[config.mk]
export PLATFORM = sky130hd
export DESIGN_NAME = link_irq_regs
export DESIGN_NICKNAME = d
export VERILOG_FILES = /design/src/rtl/link_irq_pkg.sv /design/src/rtl/irq_sticky_status.sv /design/src/rtl/irq_enable_bank.sv /design/src/rtl/irq_level_out.sv /design/src/rtl/link_irq_regs.sv
export SDC_FILE = /design/constraint.sdc
export NUM_CORES = 1
export LEC_CHECK = 0
export ABC_AREA = 1
export BUFFER_PORTS_ARGS = -buffer_cell sky130_fd_sc_hd__buf_4
export CAP_MARGIN = 20
export CELL_PAD_IN_SITES_DETAIL_PLACEMENT = 1
export CELL_PAD_IN_SITES_GLOBAL_PLACEMENT = 2
export CORE_MARGIN = 1.5
export CORE_UTILIZATION = 25
export DETAILED_ROUTE_END_ITERATION = 8
export GPL_TIMING_DRIVEN = 0
export PLACE_DENSITY = 0.91
export SLEW_MARGIN = 30
export SYNTH_ARGS = -nofsm -noshare
export SYNTH_HDL_FRONTEND = slang
export SYNTH_SLANG_ARGS = --single-unit
[constraint.sdc]
create_clock -name clk_i -period 3.1 [get_ports clk_i]
set_clock_uncertainty 0.2 [all_clocks]
set_input_delay 0.31 -clock clk_i [delete_from_list [all_inputs] [get_ports clk_i]]
set_output_delay 0.31 -clock clk_i [all_outputs]
set_load 0.02 [all_outputs]
[src/rtl/link_irq_pkg.sv]
package link_irq_pkg;
  localparam int REG_W    = 8;
  localparam int NUM_SRC  = 5;
  localparam int SRC_LSB  = REG_W - NUM_SRC;
  localparam logic [SRC_LSB-1:0] PAD_ONES = '1;

  // source index; register bit = index + SRC_LSB
  typedef enum int {
    SRC_GAP   = 0,
    SRC_RXOVR = 1,
    SRC_TXUND = 2,
    SRC_RXDN  = 3,
    SRC_TXDN  = 4
  } src_idx_e;

  typedef logic [NUM_SRC-1:0] src_vec_t;
endpackage

[src/rtl/irq_sticky_status.sv]
module irq_sticky_status #(
  parameter int N = 5
) (
  input  logic         clk_i,
  input  logic         rst_ni,
  input  logic [N-1:0] set_i,
  input  logic [N-1:0] clr_i,
  output logic [N-1:0] stat_o
);
  logic [N-1:0] stat_q;

  for (genvar i = 0; i < N; i++) begin : g_bit
    always_ff @(posedge clk_i or negedge rst_ni) begin
      if (!rst_ni)       stat_q[i] <= 1'b0;
      else if (set_i[i]) stat_q[i] <= 1'b1;  // event beats clear
      else if (clr_i[i]) stat_q[i] <= 1'b0;
    end
  end

  assign stat_o = stat_q;


  ev_sets_chk: assert property (@(posedge clk_i) disable iff (!rst_ni)
    (|set_i) |=> ((stat_o & $past(set_i)) == $past(set_i)));

  sticky_hold_chk: assert property (@(posedge clk_i) disable iff (!rst_ni)
    (|(stat_o & ~clr_i)) |=> ((stat_o & $past(stat_o & ~clr_i)) == $past(stat_o & ~clr_i)));

  w1c_chk: assert property (@(posedge clk_i) disable iff (!rst_ni)
    (|(clr_i & ~set_i)) |=> ((stat_o & $past(clr_i & ~set_i)) == '0));
endmodule

[src/rtl/irq_enable_bank.sv]
module irq_enable_bank #(
  parameter int N = 5
) (
  input  logic         clk_i,
  input  logic         rst_ni,
  input  logic         load_i,
  input  logic [N-1:0] data_i,
  output logic [N-1:0] en_o
);
  logic [N-1:0] en_q;

  always_ff @(posedge clk_i or negedge rst_ni) begin
    if (!rst_ni)     en_q <= '0;
    else if (load_i) en_q <= data_i;
  end

  assign en_o = en_q;


  en_load_chk: assert property (@(posedge clk_i) disable iff (!rst_ni)
    load_i |=> (en_o == $past(data_i)));

  en_hold_chk: assert property (@(posedge clk_i) disable iff (!rst_ni)
    !load_i |=> $stable(en_o));
endmodule

[src/rtl/irq_level_out.sv]
module irq_level_out #(
  parameter int N = 5
) (
  input  logic         clk_i,
  input  logic         rst_ni,
  input  logic [N-1:0] stat_i,
  input  logic [N-1:0] en_i,
  output logic         irq_o
);
  logic irq_q;

  always_ff @(posedge clk_i or negedge rst_ni) begin
    if (!rst_ni) irq_q <= 1'b0;
    else         irq_q <= |(stat_i & en_i);
  end

  assign irq_o = irq_q;


  irq_rise_chk: assert property (@(posedge clk_i) disable iff (!rst_ni)
    (|(stat_i & en_i)) |=> irq_o);

  irq_fall_chk: assert property (@(posedge clk_i) disable iff (!rst_ni)
    !(|(stat_i & en_i)) |=> !irq_o);
endmodule

[src/rtl/link_irq_regs.sv]
module link_irq_regs
  import link_irq_pkg::*;
#(
  parameter int                ADDR_W   = 5,
  parameter logic [ADDR_W-1:0] STAT_OFS = 'h0C,
  parameter logic [ADDR_W-1:0] EN_OFS   = 'h0D
) (
  input  logic              clk_i,
  input  logic              rst_ni,
  input  logic              wr_en_i,
  input  logic [ADDR_W-1:0] addr_i,
  input  logic [REG_W-1:0]  wdata_i,
  output logic [REG_W-1:0]  rdata_o,
  input  logic              tx_done_i,
  input  logic              tx_done_req_i,
  input  logic              rx_done_i,
  input  logic              tx_under_i,
  input  logic              rx_over_i,
  input  logic              gap_rcv_i,
  output logic              irq_o
);
  src_vec_t ev, clr, stat, en;
  logic     stat_sel, en_sel;

  assign stat_sel = (addr_i == STAT_OFS);
  assign en_sel   = (addr_i == EN_OFS);

  always_comb begin
    ev            = '0;
    ev[SRC_GAP]   = gap_rcv_i;
    ev[SRC_RXOVR] = rx_over_i;
    ev[SRC_TXUND] = tx_under_i;
    ev[SRC_RXDN]  = rx_done_i;
    ev[SRC_TXDN]  = tx_done_i & tx_done_req_i;  // only when the slot asked
  end

  assign clr = (wr_en_i && stat_sel) ? wdata_i[REG_W-1:SRC_LSB] : '0;

  irq_sticky_status #(.N(NUM_SRC)) u_status (
    .clk_i (clk_i),
    .rst_ni(rst_ni),
    .set_i (ev),
    .clr_i (clr),
    .stat_o(stat)
  );

  irq_enable_bank #(.N(NUM_SRC)) u_enable (
    .clk_i (clk_i),
    .rst_ni(rst_ni),
    .load_i(wr_en_i && en_sel),
    .data_i(wdata_i[REG_W-1:SRC_LSB]),
    .en_o  (en)
  );

  irq_level_out #(.N(NUM_SRC)) u_irq (
    .clk_i (clk_i),
    .rst_ni(rst_ni),
    .stat_i(stat),
    .en_i  (en),
    .irq_o (irq_o)
  );

  always_comb begin
    if (stat_sel)    rdata_o = {stat, PAD_ONES};
    else if (en_sel) rdata_o = {en, PAD_ONES};
    else             rdata_o = '0;
  end


  txdone_gate_chk: assert property (@(posedge clk_i) disable iff (!rst_ni)
    (tx_done_i && !tx_done_req_i && !stat[SRC_TXDN]) |=> !stat[SRC_TXDN]);

  unmapped_wr_chk: assert property (@(posedge clk_i) disable iff (!rst_ni)
    (wr_en_i && !stat_sel && !en_sel) |=> $stable(en));
endmodule

==> metrics.cfg <==
[floorplanning]
dieArea_um2 = 2800
core_area_um2 = 2280
die_h_um = 52.9
placementRows = 17
die_w_um = 52.9
start_util_pct = 27.4
pin_count = 31

[finish]
areaGrowthSynthToFinish_pct = 44.0
fin_area_um2 = 897
num-nets-final = 132
final_cells = 137
final_common_cell = buf_4
diodes = 0
final_cell_mix = 29 x buf_4, 25 x nand2_1, 11 x dfrtp_1, 10 x inv_1, 10 x nand3_1
drive_above_1_share_pct = 35.8
post-route-util_pct = 39.4

[global_routing]
grt_pass1_vias = 683
antenna_found_initial = 0
grt_max_degree = 12
grt_overflow = 0
grt_use_total_pct = 14.3
grt_pass1_wl_um = 2930

[timing]
period_share_pct = 53.5
setup_viol_count_final = 0
worst_slew_pin_slew_ns = 0.434
fmax_mhz = 603
slew_viol_final = 0
fin_tns_setup_ns = 0
relSlewSlack_pct = 71.0
period_minus_slack_ns = 1.66
rsz0062_at_grt = false
hold_viol = 0
holdWs_ns = 0.0211

[clocking]
clk-insertion-delay-late_ns = 0.26
cts_tree = done
root_buffer = clkbuf_4
clk_path_buf_depth = 2
clock-sinks = 11
cts_buffers = 3
clkTransAtPathRegs_ns = 0.08
cts_max_level = 1
cts_setup_buffers = 0

[run]
maxCapViolCount = 0

[setup_path]
worstSetupEndpointType = primary output
crit_family = simple AND/OR/NAND/NOR gates
worst-path-max-fanout = 10
path_class = in2out
required_ns = 2.59
cp_cell_sequence = buf_4 > nor2_2 > nand3_1 > nand2_1 > buf_4
arrival_ns = 1.15
critPathLaunchType = primary input
r2r_slack_ns = 2.01
crit_path_start = addr_i[0]
reg2reg_depth = 3
cp_common_cell = buf_4
slowest_delay_ns = 0.36
critPathBufInv = 2
r2r_start = u_status.stat_o[1]
r2r-end = u_irq.irq_o
worst_path_max_delay_cell = nor2_2

[status]
status = finished, final reports clean

[min_path]
min_to = u_status.stat_o[1]
hold_start = rx_over_i
whs_path_depth = 3
worstHoldPathType = in2reg

[synth]
synth_area_um2 = 623
synth_seq_cells = 11
yosys_warnings = 0
seq_area_frac_synth_pct = 44.2
ys_types = 16
synth_fp_nets = 99
synth_top_area_share_pct = 44.2
yosysTopAreaCell = dfrtp_1
syn_inst = 77
synthTopCellsByArea = dfrtp_1 44%, nand2_1 15%, nand3_1 8.0%, inv_1 6.0%, nand4_1 6.0%
synth.avg_cell_area_um2 = 8.09

[power_and_ir_drop]
p_leak_nw = 0.486
ir_drop_uv = 181
p_per_area_nw_per_um2 = 399

[route]
wire_per_inst_um = 12.6
detail-route-antenna-nets = 0
vias = 646
routed_via_density = 4.72
drt-initial-drc-count = 17
first_pass_iters = 4
routed_wl_um = 1720
drc = 0

[placed_design]
finalWeightedCongestion = 0.699
place_inst = 132
port_buffers = 27
place_area_um2 = 861
dp_hpwl_um = 1350

[area by class of cell]
type	count	area (um^2)
fillers	293	1380
multi-input cells	53	284
repair buffers	28	213
well taps	28	35.0
plain buffers	3	26.3
clock buffers	4	26.3
inverters	10	37.5
flip-flops and latches	11	275
[flip-flops by register name, indices dropped and copies added (netlist names)]
register,cells
u_status.stat_o,5
u_enable.en_o,5
u_irq.irq_o,1
[through the flow]
step | power (mW) | setup WS [ns]
3_3_place_gp | 0.258 | 1.43
2_1_floorplan | 0.216 | 1.37
4_1_cts | 0.364 | 1.42
6_report | 0.358 | 1.44
3_5_place_dp | 0.262 | 1.43
5_1_grt | 0.381 | 1.36
[how the worst max path moves through the flow]
stage	cells past startpoint	slack, ns	end
2_1_floorplan	3	1.37	rdata_o[1]
3_3_place_gp	5	1.43	rdata_o[6]
3_5_place_dp	5	1.43	rdata_o[6]
4_1_cts	5	1.42	rdata_o[6]
5_1_grt	5	1.36	rdata_o[3]
6_report	5	1.44	rdata_o[6]
[cell usage after synthesis]
library cell  number
nor2_4             1
nand3_1           10
nand3_4            1
a21o_1             1
nand4_1            6
nand2_2            1
nor3_1             1
nor2_8             1
inv_1             10
nor2_2             1
o21ai_1            4
dfrtp_1           11
buf_6              1
buf_4              2
nand2_1           25
o21ai_2            1
[per-layer routing]
metal | routed length (um) | GRT usage, % | share of wire [%] | vias up
li1 | - | - | - | 317
met1 | 737 | 17.0 | 43 | 303
met2 | 852 | 25.8 | 50 | 24
met3 | 116 | 2.82 | 6.7 | 2
met4 | 13 | 3.85 | 0.76 | 0
met5 | 0 | 0 | 0 | -
[logic make-up (layout without fill, tap and decap cells)]
group	after synthesis	count (layout)	synth area share [%]
buf+inv	13	45	10.2
flops	11	11	44.2
simple gates	47	47	39.8
compound gates	6	6	5.82
[worst min-delay path, cell delays in order]
cell	delay, ns
buf_4	0.08
inv_1	0.03
nand2_1	0.05
[where the power goes]
| part | internal [mW] | total [mW] | switching [mW] |
|---|---|---|---|
| combinational | 0.0414 | 0.0869 | 0.0455 |
| sequential | 0.160 | 0.172 | 0.0113 |
| clock | 0.0497 | 0.0996 | 0.0499 |
| total | 0.251 | 0.358 | 0.107 |
[repair_timing]
item,4_1_cts,5_1_grt
hold buffers,1,0
hold endpoints to repair,11,0
gates resized for setup,0,0
(Power assumes the default switching activity.)
